<file path="config.mk">
export PLATFORM = sky130hd
export DESIGN_NAME = pbus_read_master
export DESIGN_NICKNAME = d
export VERILOG_FILES = /design/src/rtl/pbr_pkg.sv /design/src/rtl/pbr_fifo.sv /design/src/rtl/pbr_claim_timer.sv /design/src/rtl/pbr_beat_ctr.sv /design/src/rtl/pbus_read_master.sv
export SDC_FILE = /design/constraint.sdc
export NUM_CORES = 1
export LEC_CHECK = 0
export CORE_MARGIN = 10
export CORE_UTILIZATION = 50
export CTS_CLUSTER_DIAMETER = 60
export DETAILED_ROUTE_END_ITERATION = 12
export HOLD_SLACK_MARGIN = 0.03
export PLACE_DENSITY = 0.89
export SLEW_MARGIN = 20
export SYNTH_ARGS = -nofsm -noshare
export SYNTH_HDL_FRONTEND = slang
export SYNTH_HIERARCHICAL = 1
export SYNTH_SLANG_ARGS = --single-unit
</file>
<file path="constraint.sdc">
create_clock -name clk -period 12.5 [get_ports clk]
set_input_delay 3.125 -clock clk [delete_from_list [all_inputs] [get_ports clk]]
set_output_delay 3.125 -clock clk [all_outputs]
set_load 0.05 [all_outputs]
</file>
<file path="src/rtl/pbr_pkg.sv">
package pbr_pkg;
  typedef enum logic [1:0] {
    ST_IDLE = 2'd0,
    ST_ADDR = 2'd1,
    ST_DATA = 2'd2
  } pbr_state_e;
endpackage

</file>
<file path="src/rtl/pbr_fifo.sv">
module pbr_fifo #(
  parameter int W     = 33,
  parameter int DEPTH = 2
) (
  input  logic         clk,
  input  logic         rst_n,
  input  logic         push,
  input  logic [W-1:0] wdata,
  input  logic         pop_ready,
  output logic         out_valid,
  output logic [W-1:0] rdata,
  output logic         space_next
);
  localparam int PTR_W = (DEPTH > 1) ? $clog2(DEPTH) : 1;
  localparam int CNT_W = $clog2(DEPTH + 1);
  localparam logic [PTR_W-1:0] LAST_PTR = PTR_W'(DEPTH - 1);
  localparam logic [CNT_W-1:0] FULL_CNT = CNT_W'(DEPTH);

  logic [W-1:0]     mem [DEPTH];
  logic [PTR_W-1:0] wr_ptr, rd_ptr;
  logic [CNT_W-1:0] count, count_nxt;
  logic             pop;

  function automatic logic [PTR_W-1:0] bump(input logic [PTR_W-1:0] p);
    return (p == LAST_PTR) ? '0 : p + 1'b1;
  endfunction

  assign out_valid = (count != '0);
  assign rdata     = mem[rd_ptr];
  assign pop       = out_valid && pop_ready;

  always_comb begin
    unique case ({push, pop})
      2'b10:   count_nxt = count + 1'b1;
      2'b01:   count_nxt = count - 1'b1;
      default: count_nxt = count;
    endcase
  end

  assign space_next = (count_nxt != FULL_CNT);

  always_ff @(posedge clk) begin
    if (push) mem[wr_ptr] <= wdata;
  end

  always_ff @(posedge clk) begin
    if (!rst_n) begin
      wr_ptr <= '0;
      rd_ptr <= '0;
      count  <= '0;
    end else begin
      if (push) wr_ptr <= bump(wr_ptr);
      if (pop)  rd_ptr <= bump(rd_ptr);
      count <= count_nxt;
    end
  end

  // the initiator-ready gating must never let a word arrive into a full queue
  p_no_overflow_r8: assert property (@(posedge clk) disable iff (!rst_n)
    push |-> (count != FULL_CNT || pop));

  // a held word stays put until taken
  p_hold_word_r7: assert property (@(posedge clk) disable iff (!rst_n)
    (out_valid && !pop_ready) |=> (out_valid && $stable(rdata)));
endmodule

</file>
<file path="src/rtl/pbr_claim_timer.sv">
module pbr_claim_timer #(
  parameter int LIMIT = 5
) (
  input  logic clk,
  input  logic rst_n,
  input  logic start,
  input  logic active,
  input  logic devsel_n,
  output logic timeout
);
  localparam int CNT_W = $clog2(LIMIT + 1);
  localparam logic [CNT_W-1:0] LAST_EDGE = CNT_W'(LIMIT - 1);

  logic [CNT_W-1:0] edges;
  logic             claimed_q;

  assign timeout = active && !claimed_q && devsel_n && (edges == LAST_EDGE);

  always_ff @(posedge clk) begin
    if (!rst_n) begin
      edges     <= '0;
      claimed_q <= 1'b0;
    end else if (start) begin
      edges     <= '0;
      claimed_q <= 1'b0;
    end else if (active) begin
      if (!devsel_n) claimed_q <= 1'b1;
      else if (!claimed_q && edges != LAST_EDGE) edges <= edges + 1'b1;
    end
  end

  // the window ends the transaction, so a timeout cannot repeat
  p_timeout_single_r9: assert property (@(posedge clk) disable iff (!rst_n)
    timeout |=> !timeout);

  // a claimed cycle never times out
  p_claim_blocks_r9: assert property (@(posedge clk) disable iff (!rst_n)
    (active && !devsel_n) |=> !timeout);
endmodule

</file>
<file path="src/rtl/pbr_beat_ctr.sv">
module pbr_beat_ctr #(
  parameter int COUNT_W = 8
) (
  input  logic               clk,
  input  logic               rst_n,
  input  logic               load,
  input  logic [COUNT_W-1:0] load_val,
  input  logic               dec,
  output logic               one_left_next
);
  logic [COUNT_W-1:0] remaining, rem_after;

  assign rem_after     = dec ? remaining - 1'b1 : remaining;
  assign one_left_next = load ? (load_val <= COUNT_W'(1)) : (rem_after == COUNT_W'(1));

  always_ff @(posedge clk) begin
    if (!rst_n) remaining <= '0;
    else if (load) remaining <= (load_val == '0) ? COUNT_W'(1) : load_val;
    else remaining <= rem_after;
  end

  // the bus never moves more words than were asked for
  p_no_underflow_r5: assert property (@(posedge clk) disable iff (!rst_n)
    dec |-> (remaining != '0));
endmodule

</file>
<file path="src/rtl/pbus_read_master.sv">
module pbus_read_master
  import pbr_pkg::*;
#(
  parameter int DATA_W      = 32,
  parameter int COUNT_W     = 8,
  parameter int FIFO_DEPTH  = 2,
  parameter int CLAIM_LIMIT = 5
) (
  input  logic                clk,
  input  logic                rst_n,
  input  logic                req_valid,
  output logic                req_ready,
  input  logic [DATA_W-1:0]   req_addr,
  input  logic [DATA_W/8-1:0] req_cmd,
  input  logic [DATA_W/8-1:0] req_be,
  input  logic [COUNT_W-1:0]  req_count,
  output logic                rd_valid,
  input  logic                rd_ready,
  output logic [DATA_W-1:0]   rd_data,
  output logic                rd_last,
  output logic                xfer_abort,
  output logic                frame_n,
  output logic                irdy_n,
  input  logic                trdy_n,
  input  logic                devsel_n,
  output logic [DATA_W-1:0]   ad_out,
  output logic                ad_oe,
  input  logic [DATA_W-1:0]   ad_in,
  output logic [DATA_W/8-1:0] cbe_n
);
  localparam int LANES = DATA_W / 8;
  localparam int QW    = DATA_W + 1;

  pbr_state_e        state;
  logic              frame_q, irdy_q, oe_q, abort_q;
  logic [DATA_W-1:0] addr_q;
  logic [LANES-1:0]  cbe_q, be_n_q;

  logic          accept, xfer, last_xfer, timeout, space_next, one_left_next;
  logic [QW-1:0] q_rdata;

  assign frame_n    = frame_q;
  assign irdy_n     = irdy_q;
  assign ad_oe      = oe_q;
  assign ad_out     = addr_q;
  assign cbe_n      = cbe_q;
  assign xfer_abort = abort_q;

  assign req_ready = (state == ST_IDLE) && !rd_valid;
  assign accept    = req_valid && req_ready;
  assign xfer      = (state == ST_DATA) && !irdy_q && !trdy_n && !devsel_n;
  assign last_xfer = xfer && frame_q;

  pbr_fifo #(.W(QW), .DEPTH(FIFO_DEPTH)) u_queue (
    .clk        (clk),
    .rst_n      (rst_n),
    .push       (xfer),
    .wdata      ({frame_q, ad_in}),
    .pop_ready  (rd_ready),
    .out_valid  (rd_valid),
    .rdata      (q_rdata),
    .space_next (space_next)
  );
  assign rd_last = q_rdata[QW-1];
  assign rd_data = q_rdata[DATA_W-1:0];

  pbr_claim_timer #(.LIMIT(CLAIM_LIMIT)) u_claim (
    .clk      (clk),
    .rst_n    (rst_n),
    .start    (state == ST_ADDR),
    .active   (state == ST_DATA),
    .devsel_n (devsel_n),
    .timeout  (timeout)
  );

  pbr_beat_ctr #(.COUNT_W(COUNT_W)) u_beats (
    .clk           (clk),
    .rst_n         (rst_n),
    .load          (accept),
    .load_val      (req_count),
    .dec           (xfer),
    .one_left_next (one_left_next)
  );

  always_ff @(posedge clk) begin
    if (!rst_n) begin
      state   <= ST_IDLE;
      frame_q <= 1'b1;
      irdy_q  <= 1'b1;
      oe_q    <= 1'b0;
      abort_q <= 1'b0;
      addr_q  <= '0;
      cbe_q   <= '1;
      be_n_q  <= '1;
    end else begin
      abort_q <= 1'b0;
      unique case (state)
        ST_IDLE: begin
          if (accept) begin
            state   <= ST_ADDR;
            frame_q <= 1'b0;
            oe_q    <= 1'b1;
            addr_q  <= req_addr;
            cbe_q   <= req_cmd;
            be_n_q  <= ~req_be;
          end
        end
        ST_ADDR: begin
          state   <= ST_DATA;
          oe_q    <= 1'b0;
          addr_q  <= '0;
          cbe_q   <= be_n_q;
          irdy_q  <= !space_next;
          frame_q <= one_left_next && space_next;
        end
        ST_DATA: begin
          if (last_xfer || timeout) begin
            state   <= ST_IDLE;
            frame_q <= 1'b1;
            irdy_q  <= 1'b1;
            cbe_q   <= '1;
            abort_q <= timeout;
          end else begin
            irdy_q  <= !space_next;
            frame_q <= frame_q || (one_left_next && space_next);
          end
        end
        default: state <= ST_IDLE;
      endcase
    end
  end

  // address is driven for one cycle, then the lines are released
  p_addr_one_cycle_r2: assert property (@(posedge clk) disable iff (!rst_n)
    ad_oe |=> !ad_oe);

  // the address phase has frame asserted and initiator-ready negated
  p_addr_frame_r2: assert property (@(posedge clk) disable iff (!rst_n)
    ad_oe |-> (!frame_n && irdy_n));

  // a taken request leads straight into an address phase
  p_accept_addr_r1: assert property (@(posedge clk) disable iff (!rst_n)
    accept |=> ad_oe);

  // frame is released only while initiator-ready is asserted
  p_frame_needs_irdy_r5: assert property (@(posedge clk) disable iff (!rst_n)
    (state == ST_DATA && frame_n) |-> !irdy_n);

  // in the final phase initiator-ready holds until the word moves
  p_irdy_hold_r8: assert property (@(posedge clk) disable iff (!rst_n)
    (state == ST_DATA && frame_n && !irdy_n && !xfer && !timeout) |=> !irdy_n);

  // both control lines are released right after the final word
  p_release_after_last_r6: assert property (@(posedge clk) disable iff (!rst_n)
    last_xfer |=> (frame_n && irdy_n && !xfer_abort));

  // abort pulse lasts one cycle and comes with the bus released
  p_abort_pulse_r9: assert property (@(posedge clk) disable iff (!rst_n)
    xfer_abort |-> (frame_n && irdy_n && !$past(xfer_abort)));
endmodule

</file>
==> flow_summary.toml, run 1 <==
[floorplan]
initial_core_util_pct = 50.9
die-area_mm2 = 0.0149
core_area_mm2 = 0.0103
ios = 161
die_h_um = 122
die_x_um = 122
rows = 37

[logic_synthesis]
synth_flop_cell = "edfxtp_1"
avgSynthCellArea_um2 = 12.4
synth-edff-count = 66
ys_seq_area_share_pct = 62.0
synthDominantCellAreaShare_pct = 37.9
netlist_instances = 421
post_synth_num_cell_types = 55
synth.area.top_cells = "edfxtp_1 38%, dfxtp_1 24%, mux2_2 7.1%"
synth.cell_area_mm2 = 0.00523
synth-seq-cells = 129
yosysWarnings = 6
async_reset_ff_share_pct = 0
synth_top_cell_by_area = "edfxtp_1"
syn_nets = 515

[sta]
finalMaxSlewViolations = 0
slew_headroom_pct = 35.6
maxClockFrequency_mhz = 169
finalCriticalPeriod_ns = 5.93
tightest_slew_ns = 0.964
finalHoldViolCount = 0
setup-tns-final_ns = 0
clock_skew_ns = 0.00643
period_share_pct = 47.4
rsz0062_at_grt = "no"
setup_violations = 0

[status]
status = "complete, no violations"

[routing]
drc = 0
num_vias = 3946
first_pass_iters = 4
drt_iter0_drc = 298
via_per_inst = 5.44
ant_nets = 0
wirelength_um = 13800
wire_per_inst_um = 19.0

[worst_setup_path]
critPathMaxFanout = 11
reg2reg_from = "state[0]"
max_stage_delay_ns = 0.78
start_kind = "primary input"
cp_cell_sequence = "clkdlybuf4s50_1, nor4b_2, nand2_1, nor4_1, a41oi_1, o32a_1, o41ai_2, a21oi_1, a211o_1, a32oi_1"
r2r_setup_slack_ns = 8.82
path_class = "in -> reg"
cp_top_family = "simple AND/OR/NAND/NOR gates"
crit_arrival_ns = 6.35
crit_buf_inv = 1
cp-end-kind = "flop"
crit_required_ns = 12.92
critical_path.slowest_cell = "nor4b_2"
startpoint = "devsel_n"

[grt]
grt_util_all_layers_pct = 17.9
grt_overflow_total = 0
antenna_found_initial = 0
grt_pass1_vias = 4088
grt_max_degree = 47
grt_pass1_wl_um = 21100

[cts]
cts_resized = 0
clock_tree.root_cell = "clkbuf_8"
cts.sinks = 129
cts_hold_buf = 0
clk_pin_slew_worst_paths_ns = 0.06
cts_buffer_depth = 2
htreeDepth = 4
cts_tree = "yes"
clkLatencyLatePin_ns = 0.51
post_cts_buffers = 0
numCtsBuffers = 17

[final_layout]
nets = 671
layout_commonest_cell = "clkdlybuf4s50_1"
drive_gt1_share_pct = 13.9
stdcell_count = 726
final_cell_mix = "160 x clkdlybuf4s50_1, 66 x edfxtp_1, 63 x dfxtp_1"
areaGrowthSynthToFinish_pct = 44.4
final_util_pct = 73.4
antenna_cells = 0

[place]
io_buffers = 160
place_congestion = 0.796
dp_hpwl_um = 9730
placedCellCount = 694

[worst_hold_path]
worstHoldStart = "be_n_q[0]"
min_path_type = "reg -> reg"

[run]
maxCapViolCount = 0

[power]
cellLeakagePower_nw = 2.72
peakVddDrop_v = 0.000111
power_density_mw_per_mm2 = 182
-- worst reg2reg max path, stage by stage, from the launching register on --
cell     delay (ns)
dfxtp_1        0.34
inv_1          0.09
ha_1           0.44
nor4b_2        0.81
nand2_1        0.32
nor4_1         0.32
a41oi_1        0.10
o32a_1         0.21
o41ai_2        0.39
a21oi_1        0.12
a211o_1        0.28
a32oi_1        0.18
-- power breakdown --
group	internal [mW]	switching (mW)	total [mW]	leakage, nW
logic	0.139	0.229	0.368	1.34
clock network	0.305	0.189	0.494	0.271
registers	0.484	0.0307	0.515	1.11
total	0.928	0.449	1.38	2.72
-- stage by stage --
| stage | hold WS, ns | setup slack [ns] | cell area [um^2] | power, mW |
|---|---|---|---|---|
| floorplan | 0.451 | 6.31 | 5230 | 0.760 |
| global placement | 0.467 | 6.37 | 6950 | 0.877 |
| detailed placement | 0.479 | 6.14 | 6950 | 0.890 |
| CTS | 0.493 | 6.65 | 7550 | 1.38 |
| global route | 0.517 | 6.37 | 7550 | 1.43 |
| finish | 0.489 | 6.57 | 7550 | 1.38 |
-- metal layers --
metal	vias up	global-route usage, %	routed length [um]
met4	0	6.63	215
met3	20	8.26	1400
met2	154	29.3	6660
li1	1890	-	-
met5	-	0	0
met1	1882	20.2	5520
-- final cells by class --
class,count,area [um^2]
timing repair buffer,164,1630
multi-input combinational,249,1850
clock buffer,17,414
sequential,129,3240
inverter,16,60.1
fill,692,2730
tap,136,170
clock inverter,15,180
-- kinds of logic after synthesis --
family | share of synthesized area (%)
xor+xnor | 1.34
fa+ha+maj | 1.91
flops | 62.0
mux | 8.06
compound gates | 12.5
simple gates | 10.9
buf+inv | 3.21
-- worst paths after layout --
kind | end | depth (start not counted)
worst max-delay path | frame_n | 10
worst min-delay path | be_n_q[0] | 2
worst max register to register | frame_n | 11
worst min register to register | be_n_q[0] | 2
-- sequential cells by signal, summed over array words and instances (netlist names), named ones only --
register,cells
ad_out,32
u_claim/edges,3
u_queue/wr_ptr,1
u_claim/claimed_q,1
state,2
be_n_q,4
u_queue/rd_ptr,1
u_beats/remaining,8
u_queue/count,2
xfer_abort,1
frame_n,1
irdy_n,1
ad_oe,1
u_queue/mem,66
cbe_n,4
-- cells in the mapped netlist, types with 5 or more instances --
| cell | number |
|---|---|
| xnor2_1 | 6 |
| buf_2 | 5 |
| inv_1 | 14 |
| ha_1 | 8 |
| nor2b_1 | 10 |
| nor2_1 | 47 |
| a21oi_1 | 10 |
| nand2_1 | 14 |
| mux2_2 | 33 |
| clkbuf_1 | 18 |
| a211oi_1 | 7 |
| edfxtp_1 | 66 |
| mux2i_1 | 5 |
| dfxtp_1 | 63 |
| a32oi_1 | 33 |
| nand2b_1 | 6 |
| o21ai_0 | 11 |
No activity file was read; power rests on OpenSTA's default activity.
==> inputs of run 2 (changes only) <==
- CORE_UTILIZATION: 50 -> 47
- PLACE_DENSITY: 0.89 -> 0.84
- clock period: 12.5 -> 6 ns (I/O delays scaled with it)
==> run 2 against run 1 <==
  * Sequential power grew 110%
  * Sequential share of layout area is essentially flat
  * Critical path depth is the same
  * Via count shrank 0.18%
  * Clock-buffer cell count grew 2
  * Hold slack lost 0.0049 ns
  * Die area grew 5.3%
  * First-iteration DRC count shrank 8.7%
  * Wire length shrank 1.9%
  * Global-route usage shrank 0.99 points
  * Register-to-register slack lost 6.4 ns
  * Final cell count grew 0.69%
  * Largest cell class unchanged
==> flow_summary.toml, run 2 (synthesis gave the netlist of run 1 again) <==
[sta]
maxClockFrequency_mhz = 237
setup-tns-final_ns = 0
finalMaxSlewViolations = 0
period_share_pct = 70.4
rsz0062_at_grt = "no"
clock_skew_ns = 0.00922
finalCriticalPeriod_ns = 4.23
slew_headroom_pct = 35.8
finalHoldViolCount = 0
setup_violations = 0
tightest_slew_ns = 0.961

[cts]
post_cts_buffers = 0
cts_resized = 0
cts_buffer_depth = 2
clkLatencyLatePin_ns = 0.50
clk_pin_slew_worst_paths_ns = 0.06
cts_tree = "yes"
numCtsBuffers = 17
clock_tree.root_cell = "clkbuf_8"
cts.sinks = 129
htreeDepth = 4
cts_hold_buf = 0

[worst_setup_path]
critPathMaxFanout = 11
start_kind = "primary input"
cp-end-kind = "flop"
startpoint = "devsel_n"
crit_end = "frame_n"
crit_required_ns = 6.41
r2r_setup_slack_ns = 2.39
r2r_cells = 11
crit_arrival_ns = 4.64
reg2reg_from = "state[0]"
path_class = "in -> reg"
reg2reg_to = "frame_n"

[final_layout]
drive_gt1_share_pct = 13.4
largest_register_ffs = 66
layout_commonest_cell = "clkdlybuf4s50_1"
final_cell_mix = "160 x clkdlybuf4s50_1, 66 x edfxtp_1, 63 x dfxtp_1"
nets = 672
nFillCells = 792
antenna_cells = 0
regMostFlops = "u_queue/mem"
areaGrowthSynthToFinish_pct = 44.3

[worst_hold_path]
min_path_type = "reg -> reg"

[place]
io_buffers = 160
dp_hpwl_um = 9610
place_congestion = 0.775

[floorplan]
ios = 161
initial_core_util_pct = 48.0
die_h_um = 125
core_area_mm2 = 0.0109
die_x_um = 125
die-area_mm2 = 0.0157
rows = 38

[routing]
drc = 0
wire_per_inst_um = 18.5
wirelength_um = 13500
ant_nets = 0
num_vias = 3939
drt_iter0_drc = 272
via_per_inst = 5.39
first_pass_iters = 4

[status]
status = "complete, no violations"

[power]
peakVddDrop_v = 0.000332
power_density_mw_per_mm2 = 377
p_int_mw = 1.93
switchingPower_mw = 0.914
p_sw_share_pct = 32.1
p_comb_share_pct = 27.2
cellLeakagePower_nw = 2.72
seqPwrFrac_pct = 37.6
clockPowerShare_pct = 35.2
power_mw = 2.85

[run]
maxCapViolCount = 0

[grt]
grt_util_all_layers_pct = 16.9
grt_overflow_total = 0
grt_pass1_vias = 4193
grt_pass1_wl_um = 21900
antenna_found_initial = 0
grt_max_degree = 48
run 2: changes by cell type in the layout (fill, tap and decap cells not counted), sizes merged:
cell / change
clkinvlp: -2
inv: -2
buf: +1
clkinv: +2
clkbuf: +2
run 2: worst min-delay path by stage:
| stage | depth (start not counted) | end | start |
|---|---|---|---|
| 2_1_floorplan | 2 | u_claim/claimed_q | u_claim/claimed_q |
| 3_5_place_dp | 2 | be_n_q[0] | be_n_q[0] |
| 3_3_place_gp | 2 | u_claim/claimed_q | u_claim/claimed_q |
| 6_report | 2 | be_n_q[1] | be_n_q[1] |
| 4_1_cts | 2 | be_n_q[0] | be_n_q[0] |
| 5_1_grt | 2 | state[0] | state[0] |
run 2: worst max-delay path, stage by stage:
cell	delay (ns)
clkdlybuf4s50_1	0.52
nor4b_2	0.81
nand2_1	0.29
nor4_1	0.27
a41oi_1	0.08
o32a_1	0.20
o41ai_2	0.38
a21oi_1	0.12
a211o_1	0.28
a32oi_1	0.18
run 2: power groups by stage:
stage / clock network [mW] / logic [mW] / registers [mW]
after global placement: 0 / 0.750 / 1.08
after global routing: 1.06 / 0.830 / 1.08
after floorplan: 0 / 0.318 / 1.26
after detailed placement: 0 / 0.771 / 1.09
after CTS: 1.02 / 0.774 / 1.07
final: 1.00 / 0.773 / 1.07
run 2: through the flow:
stage	area [um^2]	setup slack, ns	hold slack (ns)	instances	utilization (%)
after detailed placement	6970	1.33	0.473	699	64.0
after CTS	7550	1.86	0.487	731	69.3
final	7550	1.77	0.484	731	69.3
after global placement	6960	1.49	0.461	699	64.0
after floorplan	5230	1.44	0.451	421	-
after global routing	7550	1.52	0.519	731	69.3
run 2: layout make-up:
type	instances	area [um^2]	area share, %
clock inverters	13	159	2.11
repair buffers	165	1640	21.7
inverters	16	60.1	0.796
multi-input cells	249	1850	24.5
clock buffers	19	422	5.59
well taps	140	175	2.32
flip-flops and latches	129	3240	43.0
run 2: metal layers:
| layer | wire [um] | track usage, % | vias to the layer above |
|---|---|---|---|
| li1 | - | - | 1892 |
| met1 | 5730 | 19.7 | 1867 |
| met2 | 6340 | 27.0 | 168 |
| met3 | 1350 | 8.32 | 12 |
| met4 | 107 | 4.88 | 0 |
| met5 | 0 | 0 | - |
